<file path="src/rtl/csb_pkg.sv">
package csb_pkg;

    // default window edges, in character clocks and in lines
    localparam int unsigned HS_ON_DEF   = 2;
    localparam int unsigned HS_OFF_DEF  = 6;
    localparam int unsigned VS_ON_DEF   = 2;
    localparam int unsigned VS_OFF_DEF  = 6;
    localparam int unsigned VBLANK_DEF  = 26;

    typedef struct packed {
        logic hs;
        logic vs;
    } sync_pair_t;

    // true when on <= cnt < off
    function automatic logic in_window(int unsigned cnt, int unsigned on, int unsigned off);
        return (cnt >= on) && (cnt < off);
    endfunction

    // XNOR merge of two active-high syncs into an active-low composite
    function automatic logic merge_sync(sync_pair_t s);
        return ~(s.hs ^ s.vs);
    endfunction

endpackage

</file>
<file path="src/rtl/csb_hcount.sv">
module csb_hcount
    import csb_pkg::*;
#(
    parameter int unsigned HS_ON  = HS_ON_DEF,
    parameter int unsigned HS_OFF = HS_OFF_DEF,
    localparam int unsigned HW    = $clog2(HS_OFF + 1)
) (
    input  logic clk,
    input  logic rst,
    input  logic char_en,
    input  logic hsync_in,
    output logic hsync_out,
    output logic mode_strobe,
    output logic hs_end
);

    logic [HW-1:0] hcnt;
    logic          strobe_q;

    always_ff @(posedge clk) begin
        if (rst) begin
            hcnt     <= '0;
            strobe_q <= 1'b0;
        end else begin
            strobe_q <= 1'b0;
            if (char_en) begin
                if (hsync_in) begin
                    if (hcnt != HW'(HS_OFF))
                        hcnt <= hcnt + 1'b1;
                    strobe_q <= (hcnt == HW'(HS_ON - 1));
                end else begin
                    hcnt <= '0;
                end
            end
        end
    end

    assign hs_end      = char_en && !hsync_in && (hcnt != '0);
    assign hsync_out   = hsync_in && in_window(32'(hcnt), HS_ON, HS_OFF);
    assign mode_strobe = strobe_q;

    assert_strobe_at_on_R4: assert property (@(posedge clk) disable iff (rst)
        mode_strobe |-> (hcnt == HW'(HS_ON)));
    assert_hcnt_clears_R2: assert property (@(posedge clk) disable iff (rst)
        (char_en && !hsync_in) |=> (hcnt == '0));
    assert_hcnt_bounded_R2: assert property (@(posedge clk) disable iff (rst)
        hcnt <= HW'(HS_OFF));
    assert_strobe_single_R4: assert property (@(posedge clk) disable iff (rst)
        mode_strobe |=> !mode_strobe);

endmodule

</file>
<file path="src/rtl/csb_vcount.sv">
module csb_vcount
    import csb_pkg::*;
#(
    parameter int unsigned VS_ON  = VS_ON_DEF,
    parameter int unsigned VS_OFF = VS_OFF_DEF,
    parameter int unsigned LINES  = VBLANK_DEF,
    localparam int unsigned VW    = $clog2(LINES + 1)
) (
    input  logic clk,
    input  logic rst,
    input  logic char_en,
    input  logic vsync_in,
    input  logic hs_end,
    output logic vsync_out,
    output logic vblank
);

    logic [VW-1:0] vcnt;
    logic          vact;
    logic          vs_q;
    logic          vs_rise;

    assign vs_rise = char_en && vsync_in && !vs_q;

    always_ff @(posedge clk) begin
        if (rst) begin
            vcnt <= '0;
            vact <= 1'b0;
            vs_q <= 1'b0;
        end else if (char_en) begin
            vs_q <= vsync_in;
            if (vs_rise) begin
                vcnt <= '0;
                vact <= 1'b1;
            end else if (hs_end && vact) begin
                if (vcnt == VW'(LINES - 1)) begin
                    vcnt <= '0;
                    vact <= 1'b0;
                end else begin
                    vcnt <= vcnt + 1'b1;
                end
            end
        end
    end

    assign vsync_out = vact && in_window(32'(vcnt), VS_ON, VS_OFF);
    assign vblank    = vact;

    assert_restart_R8: assert property (@(posedge clk) disable iff (rst)
        vs_rise |=> (vcnt == '0 && vact));
    assert_vcnt_bound_R7: assert property (@(posedge clk) disable iff (rst)
        vcnt < VW'(LINES));
    assert_idle_count_R6: assert property (@(posedge clk) disable iff (rst)
        !vact |-> (vcnt == '0));

endmodule

</file>
<file path="src/rtl/csb_sync_mix.sv">
module csb_sync_mix
    import csb_pkg::*;
(
    input  logic hs_shaped,
    input  logic vs_shaped,
    input  logic hs_raw,
    input  logic vblank,
    output logic csync_n,
    output logic blank
);

    sync_pair_t pair;

    always_comb begin
        pair.hs = hs_shaped;
        pair.vs = vs_shaped;
        csync_n = merge_sync(pair);
        blank   = hs_raw || vblank;
    end

endmodule

</file>
<file path="src/rtl/csb_gen.sv">
module csb_gen
    import csb_pkg::*;
#(
    parameter int unsigned HS_ON  = HS_ON_DEF,
    parameter int unsigned HS_OFF = HS_OFF_DEF,
    parameter int unsigned VS_ON  = VS_ON_DEF,
    parameter int unsigned VS_OFF = VS_OFF_DEF,
    parameter int unsigned LINES  = VBLANK_DEF
) (
    input  logic clk,
    input  logic rst,
    input  logic char_en,
    input  logic hsync_in,
    input  logic vsync_in,
    output logic blank,
    output logic csync_n,
    output logic mode_strobe,
    output logic hsync_out,
    output logic vsync_out
);

    logic hs_end;
    logic vblank;

    csb_hcount #(.HS_ON(HS_ON), .HS_OFF(HS_OFF)) u_h (
        .clk(clk), .rst(rst), .char_en(char_en), .hsync_in(hsync_in),
        .hsync_out(hsync_out), .mode_strobe(mode_strobe), .hs_end(hs_end)
    );

    csb_vcount #(.VS_ON(VS_ON), .VS_OFF(VS_OFF), .LINES(LINES)) u_v (
        .clk(clk), .rst(rst), .char_en(char_en), .vsync_in(vsync_in),
        .hs_end(hs_end), .vsync_out(vsync_out), .vblank(vblank)
    );

    csb_sync_mix u_mix (
        .hs_shaped(hsync_out), .vs_shaped(vsync_out), .hs_raw(hsync_in),
        .vblank(vblank), .csync_n(csync_n), .blank(blank)
    );

    assert_hs_blank_R5: assert property (@(posedge clk) disable iff (rst)
        hsync_out |-> blank);
    assert_vs_blank_R7: assert property (@(posedge clk) disable iff (rst)
        vsync_out |-> blank);

endmodule

</file>
<file path="config.mk">
export PLATFORM = sky130hd
export DESIGN_NAME = csb_gen
export DESIGN_NICKNAME = d
export VERILOG_FILES = /design/src/rtl/csb_pkg.sv /design/src/rtl/csb_hcount.sv /design/src/rtl/csb_vcount.sv /design/src/rtl/csb_sync_mix.sv /design/src/rtl/csb_gen.sv
export SDC_FILE = /design/constraint.sdc
export NUM_CORES = 1
export LEC_CHECK = 0
export BUFFER_PORTS_ARGS = -buffer_cell sky130_fd_sc_hd__buf_4
export CAP_MARGIN = 20
export CORE_MARGIN = 2
export CORE_UTILIZATION = 35
export CTS_BUF_LIST = sky130_fd_sc_hd__clkbuf_8
export DETAILED_ROUTE_END_ITERATION = 12
export SETUP_SLACK_MARGIN = 0.02
export SYNTH_ARGS = -nofsm -noshare
export SYNTH_HDL_FRONTEND = slang
export SYNTH_HIERARCHICAL = 1
export SYNTH_SLANG_ARGS = --single-unit
</file>
<file path="constraint.sdc">
create_clock -name clk -period 4.7 [get_ports clk]
set_input_delay 0.47 -clock clk [delete_from_list [all_inputs] [get_ports clk]]
set_output_delay 0.47 -clock clk [all_outputs]
set_load 0.01 [all_outputs]
</file>
# [Word-level counts from Yosys, hierarchy flattened]
# Cells that the tools add are included.
[word_totals] reg_bits=11 latch_bits=0 mem_bits_rw=0 mem_bits_ro=0 inputBits=5 out_inout_bits=5 elab_cells=46 n_memories=0
[classes] n_addsub=2 mul=0 n_div=0 n_lt_le_gt_ge=4 eq_ne=4 n_shift=0 n_mux=8 bitwise_logic=4 reduce_logical=19
[ops] op="$mux W5" n=3
[ops] op="$logic_and A1 B1 Y1" n=9
[ops] op="$mux W3" n=2
[ops] op="$add A5 B1 Y5 const B" n=1
[ops] op="$eq A5 B5 Y1 const B" n=1
[ops] op="$ge A5 B2 Y1 const B" n=1
[ops] op="$lt A5 B3 Y1 const B" n=1
[ops] op="$reduce_and A2 Y1" n=2
[ops] op="$reduce_bool A2 Y1" n=2
[ops] op="$add A3 B1 Y3 const B" n=1
[ops] op="$eq A3 B1 Y1 const B" n=1
[ops] op="$ge A3 B2 Y1 const B" n=1
[ops] op="$lt A3 B3 Y1 const B" n=1
[ops] op="$mux W1" n=3
[ops] op="$ne A3 B3 Y1 const B" n=1
[ops] op="$not A1 Y1" n=3
[ops] op="$reduce_and A3 Y1" n=1
[ops] op="$reduce_bool A3 Y1" n=1
[ops] op="$reduce_or A3 Y1" n=1
[ops] op="$logic_not A1 Y1" n=2
[ops] op="$ne A2 B1 Y1 const B" n=1
[ops] op="$logic_or A1 B1 Y1" n=1
[ops] op="$xor A1 B1 Y1" n=1

# [Depth between registers and ports, before layout]
# Gate-level depths: netlist of run 1.
[depth] depth_word=6 mapped_depth=7 mapped_depth_nobuf=7

# [By module]
# The synthesis of run 1 kept the hierarchy.
[modules_own_cells] module="csb_vcount" n_inst=1 cells_each=46 area_per_inst_um2=401.6 seq_area_each_um2=140.1
[modules_own_cells] module="csb_hcount" n_inst=1 cells_each=28 area_per_inst_um2=252.7 seq_area_each_um2=80.1
[modules_own_cells] module="csb_sync_mix" n_inst=1 cells_each=2 area_per_inst_um2=15.0 seq_area_each_um2=0.0

# [Worst setup path after synthesis of run 1]
# OpenSTA, ideal clock, no wires.
[synth_path] path_kind="register -> output" start="register u_v.vcnt[1]" end="output port csync_n" arrival_time_ns=1.507 required_time_ns=4.230 path_slack_ns=2.723 stages_incl_launch_ff=6 n_path_buf=0 cell_sequence="dfxtp_1 > ha_1 > nor3_1 > a21oi_1 > nor4b_1 > xnor2_1"
[synth_via] elab_chain_len=5 word_cells_on_any_way=6 classes_between="order compare (2); bitwise (2); reduce/logical (2)"
[synth_lines] item="start, declared" line_no="csb_vcount.sv:18" text="logic [VW-1:0] vcnt;"
[synth_lines] item="start signal, assigned" line_no="csb_vcount.sv:40" text="vcnt <= vcnt + 1'b1;"
[synth_lines] item="$ge A5 B2 Y1 or $lt A5 B3 Y1 (tied branches)" line_no="csb_pkg.sv:17" text="return (cnt >= on) && (cnt < off);"
[synth_lines] item="$logic_and A1 B1 Y1 *" line_no="csb_pkg.sv:17"
[synth_lines] item="$logic_and A1 B1 Y1 *" line_no="csb_vcount.sv:46" text="assign vsync_out = vact && in_window(32'(vcnt), VS_ON, VS_OFF);"
[synth_lines] item="net vsync_out" line_no="csb_gen.sv:19" text="output logic vsync_out"
[synth_lines] item="$xor A1 B1 Y1 *" line_no="csb_pkg.sv:22" text="return ~(s.hs ^ s.vs);"
[synth_lines] item="$not A1 Y1 *" line_no="csb_pkg.sv:22"
[synth_lines] item="end, declared" line_no="csb_gen.sv:16" text="output logic csync_n,"
# The timed path passes the listed nets; every way through them passes the cells marked *.

# [Final worst setup path of run 1]
[layout_path] start="register u_v.vcnt[1]" end="output port csync_n"
[layout_via] elab_chain_len=5 word_cells_on_any_way=6 classes_between="order compare (2); bitwise (2); reduce/logical (2)"
[layout_lines] item="$ge A5 B2 Y1 or $lt A5 B3 Y1 (tied branches)" line_no="csb_pkg.sv:17"
[layout_lines] item="$logic_and A1 B1 Y1 *" line_no="csb_pkg.sv:17"
[layout_lines] item="$logic_and A1 B1 Y1 *" line_no="csb_vcount.sv:46"
[layout_lines] item="$xor A1 B1 Y1 *" line_no="csb_pkg.sv:22"
[layout_lines] item="$not A1 Y1 *" line_no="csb_pkg.sv:22"
# Every way passes the cells marked *; elsewhere a longest branch is shown, timed or not.

==> results of run 1 <==
[layout make-up]
| cell class | count | area (um^2) | share of cell area [%] |
|---|---|---|---|
| Timing Repair Buffer | 9 | 67.56 | 8.346 |
| Clock buffer | 3 | 41.29 | 5.100 |
| Clock inverter | 1 | 5.005 | 0.6182 |
| Inverter | 7 | 26.28 | 3.246 |
| Tap cell | 25 | 31.28 | 3.864 |
| Multi-Input combinational cell | 57 | 417.9 | 51.62 |
| Sequential cell | 11 | 220.2 | 27.20 |
[worst register-to-register path: stages, from the launching register on]
cell and delay, ns:
sky130_fd_sc_hd__dfxtp_1 0.42, sky130_fd_sc_hd__inv_1 0.07, sky130_fd_sc_hd__ha_1 0.20, sky130_fd_sc_hd__a21oi_1 0.19
sky130_fd_sc_hd__nand2_1 0.13, sky130_fd_sc_hd__a21boi_1 0.26, sky130_fd_sc_hd__a21o_1 0.24, sky130_fd_sc_hd__o22ai_1 0.10
[through the flow]
step                util (%)  std cells  hold slack, ns  setup slack [ns]
finish                 45.89        113          0.4612             2.348
global route           45.89        113          0.4665             2.245
CTS                    45.89        113          0.4587             2.308
detailed placement     43.26        109          0.5027             2.579
global placement       43.26        109          0.4893             2.541
floorplan                  -         76          0.4590             2.723
[cell families (layout without fill, tap and decap cells)]
kind of cell / count (synthesis) / after routing
compound gates: 15 / 15
xor+xnor: 4 / 4
fa+ha+maj: 7 / 7
buf+inv: 8 / 20
flops: 11 / 11
mux: 1 / 1
simple gates: 30 / 30
[path summary, 6_finish.rpt]
kind	start	cells after the start	end	slack (ns)
hold reg to reg	u_v/vs_q$_SDFFE_PP0P_	2	u_v/vs_q$_SDFFE_PP0P_	0.51
setup / recovery	u_v/vcnt[1]$_SDFFE_PP0P_	6	csync_n	2.35
setup reg to reg	u_h/hcnt[0]$_SDFFE_PP0P_	7	u_v/vblank$_SDFFE_PP0P_	2.98
hold / removal	rst	2	u_v/vs_q$_SDFFE_PP0P_	0.46
[power breakdown]
| group | internal [mW] | total, mW | leakage [nW] | switching, mW |
|---|---|---|---|---|
| Clock | 0.0584 | 0.0961 | 0.0255 | 0.0377 |
| Combinational | 0.0120 | 0.0251 | 0.219 | 0.0131 |
| Sequential | 0.0960 | 0.0992 | 0.0894 | 0.00313 |
| Total | 0.166 | 0.220 | 0.334 | 0.0539 |
[routing by layer]
layer	global-route usage, %	up-vias
met5	0	-
li1	-	287
met2	24.00	10
met4	10.27	0
met3	6.038	4
met1	16.78	256
[cells in the final DEF (no fill, tap or decap)]
master	instances
sky130_fd_sc_hd__dfxtp_1	11
sky130_fd_sc_hd__buf_4	9
sky130_fd_sc_hd__a21oi_1	9
sky130_fd_sc_hd__inv_1	7
sky130_fd_sc_hd__ha_1	7
sky130_fd_sc_hd__nor2_1	5
sky130_fd_sc_hd__nand2_1	4
sky130_fd_sc_hd__xnor2_1	4
sky130_fd_sc_hd__clkbuf_8	3
sky130_fd_sc_hd__nor3_1	3
sky130_fd_sc_hd__or2b_1	2
sky130_fd_sc_hd__nor4b_1	2
sky130_fd_sc_hd__nand4_1	2
sky130_fd_sc_hd__clkinv_2	1
sky130_fd_sc_hd__and2_1	1
sky130_fd_sc_hd__nor2b_1	1
sky130_fd_sc_hd__and2b_1	1
sky130_fd_sc_hd__a31oi_1	1
sky130_fd_sc_hd__or3b_2	1
sky130_fd_sc_hd__or3_2	1
sky130_fd_sc_hd__or4b_1	1
sky130_fd_sc_hd__o211ai_1	1
sky130_fd_sc_hd__or2_1	1
sky130_fd_sc_hd__nand2b_1	1
sky130_fd_sc_hd__a21boi_1	1
sky130_fd_sc_hd__and4b_1	1
sky130_fd_sc_hd__nand3b_2	1
sky130_fd_sc_hd__nand2b_4	1
sky130_fd_sc_hd__a21o_1	1
sky130_fd_sc_hd__a211oi_2	1
sky130_fd_sc_hd__o22ai_1	1
sky130_fd_sc_hd__mux2i_1	1
sky130_fd_sc_hd__nand3_1	1
[flip-flops by register name, summed over array words and instances (netlist names)]
name / flops
u_h/hcnt: 3
u_v/vs_q: 1
u_v/vcnt: 5
u_v/vblank: 1
u_h/mode_strobe: 1
==> metrics.md, run 1 <==
| Metric | Value |
|---|---|
| Routed length per instance | 12.08 um |
| H-tree depth | 1 |
| Initial antenna violation count | 0 |
| Dominant combinational cell family by area after synthesis | simple AND/OR/NAND/NOR gates |
| Leakage power figure | 0.3338 nW |
| Number of global-route vias before repair | 530 |
| Combined buffer and inverter count along the critical path | 1 |
| Pins Over Slew Limit | 0 |
| Unique cell type count in the Yosys netlist | 31 |
| Design Power | 0.2204 mW |
| Count of input and output buffers | 9 |
| Shortest period the worst path allows | 2.352 ns |
| Proportion of netlist area held by the largest area contributor | 32.90% |
| Max-capacitance violation count | 0 |
| Portion of the post-synthesis area used by sequential elements | 32.90% |
| Mean instance size in the synthesized netlist | 8.808 um^2 |
| Xor/xnor share of the synthesized area | 5.234% |
| Synthesized netlist net count | 88 |
| Die H | 47.73 um |
| Area added between synthesis and finish | 20.93% |
| Initial Util | 37.94% |
| Most numerous cell types in the synthesized netlist | 11 x sky130_fd_sc_hd__dfxtp_1, 9 x sky130_fd_sc_hd__a21oi_1, 7 x sky130_fd_sc_hd__ha_1, 7 x sky130_fd_sc_hd__inv_1, 5 x sky130_fd_sc_hd__nor2_1 |
| Post-cts repair resize count | 0 |
| Post-route cell area | 809.5 um^2 |
| Buffers inserted by post-CTS timing repair | 0 |
| Remaining Overflow, GRT | 0 |
| Routed wire length on met3 | 57 um |
| Multiplexer share of the synthesized area | 1.495% |
| Overall Global Routing Usage | 15.24% |
| Post-route ant nets | 0 |
| Number of flops mapped to enable cells by yosys | 0 |
| RSZ-0062 raised after global routing | false |
| Portion of the clock cycle consumed by the worst path in the final layout | 50.04% |
| Detail-routed via count per cell | 4.929 |
| Endpoint arrival time on the critical path | 1.88 ns |
| GPL Wtd Cong | 0.8103 |
| Sum of met2 wire segment lengths after detailed routing | 655 um |
| Number of instances in the synthesized netlist | 76 |
| Least-Margin Pin Slew | 0.6160 ns |
| Clock tree root buffer cell | sky130_fd_sc_hd__clkbuf_8 |
| Adder-Cell Fraction of Synth Area | 13.08% |
| Synth Area in Simple Gates | 28.79% |
| Clock latency at the later pin of the worst-skew pair | 0.24 ns |
| Yosys warnings | 6 |
| Maximum number of buffers from clock root to sink | 2 |
| DR pass1 iterations | 4 |
| Synth area leaders | sky130_fd_sc_hd__dfxtp_1 33%, sky130_fd_sc_hd__ha_1 13%, sky130_fd_sc_hd__a21oi_1 6.7% |
| Fillers | 189 |
| Type of element capturing the critical path | output pin |
| Number of top-level pins | 10 |
| Library cell with the highest instance count after synthesis | sky130_fd_sc_hd__dfxtp_1 |
| Final HPWL from detailed placement | 1035 um |
| Remaining routing DRC violations | 0 |
| Maximum number of pins on one net before global-route repair | 13 |
| Cell area after placement | 763.2 um^2 |
| Clock tree from TritonCTS | yes |
| Crit start category | flip-flop |
| Total via count in the routed design | 557 |
| Maximum ir drop on the vdd rail | 0.1320 mV |
| Post-synth design cell area | 669.4 um^2 |
| Reg clk slew, reported paths | 0.05 ns |
| Number of nets in the layout | 101 |
| Achievable clock frequency | 425.2 MHz |
| Post-synthesis async set-or-reset flop share | 0% |
| Dominant delay contributor by cell family on the critical path | simple AND/OR/NAND/NOR gates |
| Highest Signal Layer | met4 |
| Die boundary width | 47.73 um |
| Row count | 15 |
| Number of sinks handled by clock tree synthesis | 11 |
| Met1 Wirelength | 619 um |
| Final setup viols | 0 |
| Setup_tns | 0 ns |
| CP peak stage delay | 0.53 ns |
| Total power per unit cell area | 272.2 nW/um^2 |
| Worst slew margin | 58.35% |
| Worst setup skew after layout | 0.006052 ns |
| Number of buffers created by CTS | 3 |
| Wire length reported by the detailed router | 1365 um |
| Fraction of layout cells with a size suffix above 1 | 20.45% |
| Most area-hungry cell type in the Yosys netlist | sky130_fd_sc_hd__dfxtp_1 |
| CP Max Fanout | 7 |
| Final hold vios | 0 |
| Critical path data required time | 4.23 ns |
| Critical path, cell by cell | ha_1 > nor3_1 > a21oi_1 > nor4b_1 > xnor2_1 > buf_4 |
| Initial DRC count | 17 |
| First-pass GRT wire length | 2270 um |
| Placeable Area | 1764 um^2 |
| Die area | 2278 um^2 |
| Run status | completed |
| Most instantiated flip-flop cell in the synthesis netlist | sky130_fd_sc_hd__dfxtp_1 |
| Type of the most critical hold path | in -> reg |
| Antenna Diode Count | 0 |
| Register bit total from synthesis | 11 |
| Count of hold buffers inserted by post-cts repair | 0 |
| Fraction of the mapped netlist area in compound gates | 13.83% |
| CP Class | reg -> out |
| Library cell contributing the largest single delay on the critical path | sky130_fd_sc_hd__nor4b_1 |
No activity file was read; power rests on OpenSTA's default activity.
==> inputs of run 2 (changes only) <==
clock period = 2 ns   (was 4.7 ns; I/O delays follow)
==> metrics.md, run 2 (synthesis results as in run 1) <==
| Metric | Value |
|---|---|
| Die boundary width | 47.73 um (unchanged) |
| Cell area after placement | 770.7 um^2 (+0.98%) |
| Endpoint arrival time on the critical path | 1.58 ns (-0.30 ns) |
| Clock tree root buffer cell | sky130_fd_sc_hd__clkbuf_8 |
| Leakage power figure | 0.3417 nW (+2.4%) |
| Least-Margin Pin Slew | 0.3109 ns (-0.3051 ns) |
| Count of input and output buffers | 9 (unchanged) |
| H-tree depth | 1 (unchanged) |
| Biggest regs | u_v/vcnt x5, u_h/hcnt x3 |
| Final setup viols | 0 (unchanged) |
| Number of buffers created by CTS | 3 (unchanged) |
| Part of the power in combinational logic | 11.8% (+0.4 points) |
| First-pass GRT wire length | 2173 um (-4.3%) |
| Reg clk slew, reported paths | 0.05 ns (about the same) |
| Number of top-level pins | 10 (unchanged) |
| Number of flip-flops under the largest register name | 5 (unchanged) |
| CP peak stage delay | 0.43 ns (-0.10 ns) |
| Shortest period the worst path allows | 1.781 ns |
| Top register by number of flip-flops | u_v/vcnt |
| Clock tree from TritonCTS | yes |
| Die area | 2278 um^2 (unchanged) |
| Number of sinks handled by clock tree synthesis | 11 (unchanged) |
| Max-capacitance violation count | 0 (unchanged) |
| Sequential cell fraction of total power | 45.5% (+0.5 points) |
| Library cell contributing the largest single delay on the critical path | sky130_fd_sc_hd__dfxtp_1 |
| Type of the most critical hold path | in -> reg |
| Critical path, cell by cell | ha_1 > nor3_1 > a21oi_1 > nor4b_2 > xnor2_1 > buf_4 |
| Run status | completed |
| Worst hold-check slack | 0.1898 ns (-0.2714 ns) |
| Overall Global Routing Usage | 14.35% (-0.89 points) |
| Maximum number of buffers from clock root to sink | 2 (unchanged) |
| Routed length per instance | 12.03 um (-0.44%) |
| Net Sw Power | 0.1216 mW (+130%) |
| Initial DRC count | 12 (-5) |
| RSZ-0062 raised after global routing | false |
| Area added between synthesis and finish | 22.80% |
| Buffers inserted by post-CTS timing repair | 0 (unchanged) |
| Worst setup skew after layout | 0.003083 ns (-0.002969 ns) |
| Maximum number of pins on one net before global-route repair | 13 (unchanged) |
| Critical path data required time | 1.80 ns (-2.43 ns) |
| Remaining Overflow, GRT | 0 (unchanged) |
| Type of element capturing the critical path | output pin |
| Pins Over Slew Limit | 0 (unchanged) |
| Commonest non-fill, non-tap cell in the layout | sky130_fd_sc_hd__dfxtp_1 |
| Final HPWL from detailed placement | 1043 um (+0.71%) |
| Number of global-route vias before repair | 489 (-7.7%) |
| Post-route ant nets | 0 (unchanged) |
| Row count | 15 (unchanged) |
| Antenna Diode Count | 0 (unchanged) |
| Die H | 47.73 um (unchanged) |
| Detail-routed via count per cell | 4.798 (-2.7%) |
| Total power per unit cell area | 621.8 nW/um^2 (+130%) |
| Final hold vios | 0 (unchanged) |
| CP Class | reg -> out |
| Post-route cell area | 822.0 um^2 (+1.5%) |
| Setup_tns | 0 ns (unchanged) |
| Maximum ir drop on the vdd rail | 0.3722 mV (+180%) |
| Fillers | 197 (+4.2%) |
| CP Max Fanout | 7 (unchanged) |
| Initial antenna violation count | 0 (unchanged) |
| Placeable Area | 1764 um^2 (unchanged) |
| Total via count in the routed design | 547 (-1.8%) |
| Initial Util | 37.94% (unchanged) |
| Most used cells in the layout excluding fill and tap cells | 11 x sky130_fd_sc_hd__dfxtp_1, 10 x sky130_fd_sc_hd__buf_4, 9 x sky130_fd_sc_hd__a21oi_1, 8 x sky130_fd_sc_hd__inv_1, 7 x sky130_fd_sc_hd__ha_1 |
| Proportion of total power due to net switching | 23.79% (-0.68 points) |
| Fraction of layout cells with a size suffix above 1 | 21.35% (+0.89 points) |
| Crit start category | flip-flop |
| Worst slew margin | 79.22% (+21 points) |
| GPL Wtd Cong | 0.8101 (about the same) |
| Number of nets in the layout | 102 (+0.99%) |
| Wire length reported by the detailed router | 1371 um (+0.44%) |
| Internal power | 0.3896 mW (+130%) |
| DR pass1 iterations | 3 (-1) |
| Clock latency at the later pin of the worst-skew pair | 0.24 ns (about the same) |
| Achievable clock frequency | 561.4 MHz |
| Portion of the clock cycle consumed by the worst path in the final layout | 89.07% |
| Remaining routing DRC violations | 0 (unchanged) |
| Power share of the clock group | 42.7% (-0.9 points) |
==> run 2: changes by cell type in the layout (fill, tap and decap cells not counted), sizes merged <==
cell / previous run / this run
buf: 9 / 10
clkinv: 1 / 0
inv: 7 / 8
==> run 2: repair_timing <==
action	CTS	global route
hold buffers	0	0
gates resized for setup	0	1
endpoints found under the setup margin	0	1
==> run 2: power by group through the flow <==
stage | registers (mW) | clock network, mW | logic (mW)
floorplan | 0.236 | 0 | 0.0362
global placement | 0.237 | 0 | 0.0588
detailed placement | 0.237 | 0 | 0.0596
CTS | 0.233 | 0.224 | 0.0600
global route | 0.234 | 0.232 | 0.0664
finish | 0.233 | 0.218 | 0.0604
==> run 2: worst paths after layout <==
check             depth (start not counted)                     start  slack [ns]                  endpoint
hold reg to reg                           2     u_v/vs_q$_SDFFE_PP0P_        0.51     u_v/vs_q$_SDFFE_PP0P_
setup reg to reg                          7  u_h/hcnt[0]$_SDFFE_PP0P_        0.26   u_v/vblank$_SDFFE_PP0P_
hold / removal                            2                       rst        0.19  u_h/hcnt[0]$_SDFFE_PP0P_
setup / recovery                          6  u_v/vcnt[1]$_SDFFE_PP0P_        0.22                   csync_n
==> run 2: metrics by stage <==
stage / total power [mW] / utilization [%] / std cells / worst slack [ns]
final: 0.5111 / 46.60 / 114 / 0.2187
after global routing: 0.5321 / 46.60 / 114 / 0.07920
after CTS: 0.5169 / 46.24 / 114 / 0.04362
after detailed placement: 0.2968 / 43.69 / 110 / 0.2850
after global placement: 0.2959 / 43.69 / 110 / 0.2433
after floorplan: 0.2718 / - / 76 / 0.2934
==> run 2: worst max-delay path, delay by kind of cell (launching register included) <==
| family | cells | cell delay (ns) |
|---|---|---|
| DFF | 1 | 0.43 |
| and+or+nand+nor | 2 | 0.33 |
| adders and majority gates | 1 | 0.19 |
| xor gates and xnor gates | 1 | 0.16 |
| buffers and inverters | 1 | 0.14 |
| AOI/OAI and AO/OA | 1 | 0.10 |
==> run 2: final cells by class <==
cell class / instances / area (um^2) / share of cell area [%]
Inverter: 7 / 26.28 / 3.196
Clock buffer: 3 / 41.29 / 5.023
Timing Repair Buffer: 10 / 75.07 / 9.132
Clock inverter: 1 / 3.754 / 0.4566
Sequential cell: 11 / 220.2 / 26.79
Tap cell: 25 / 31.28 / 3.805
Multi-Input combinational cell: 57 / 424.2 / 51.60
==> run 2: layer usage <==
layer	vias to the layer above	share of wire [%]	GRT usage (%)
met5	-	0	0
met4	0	1.7	9.730
met3	2	1.5	3.396
met2	2	47	20.27
met1	254	50	19.18
li1	289	-	-
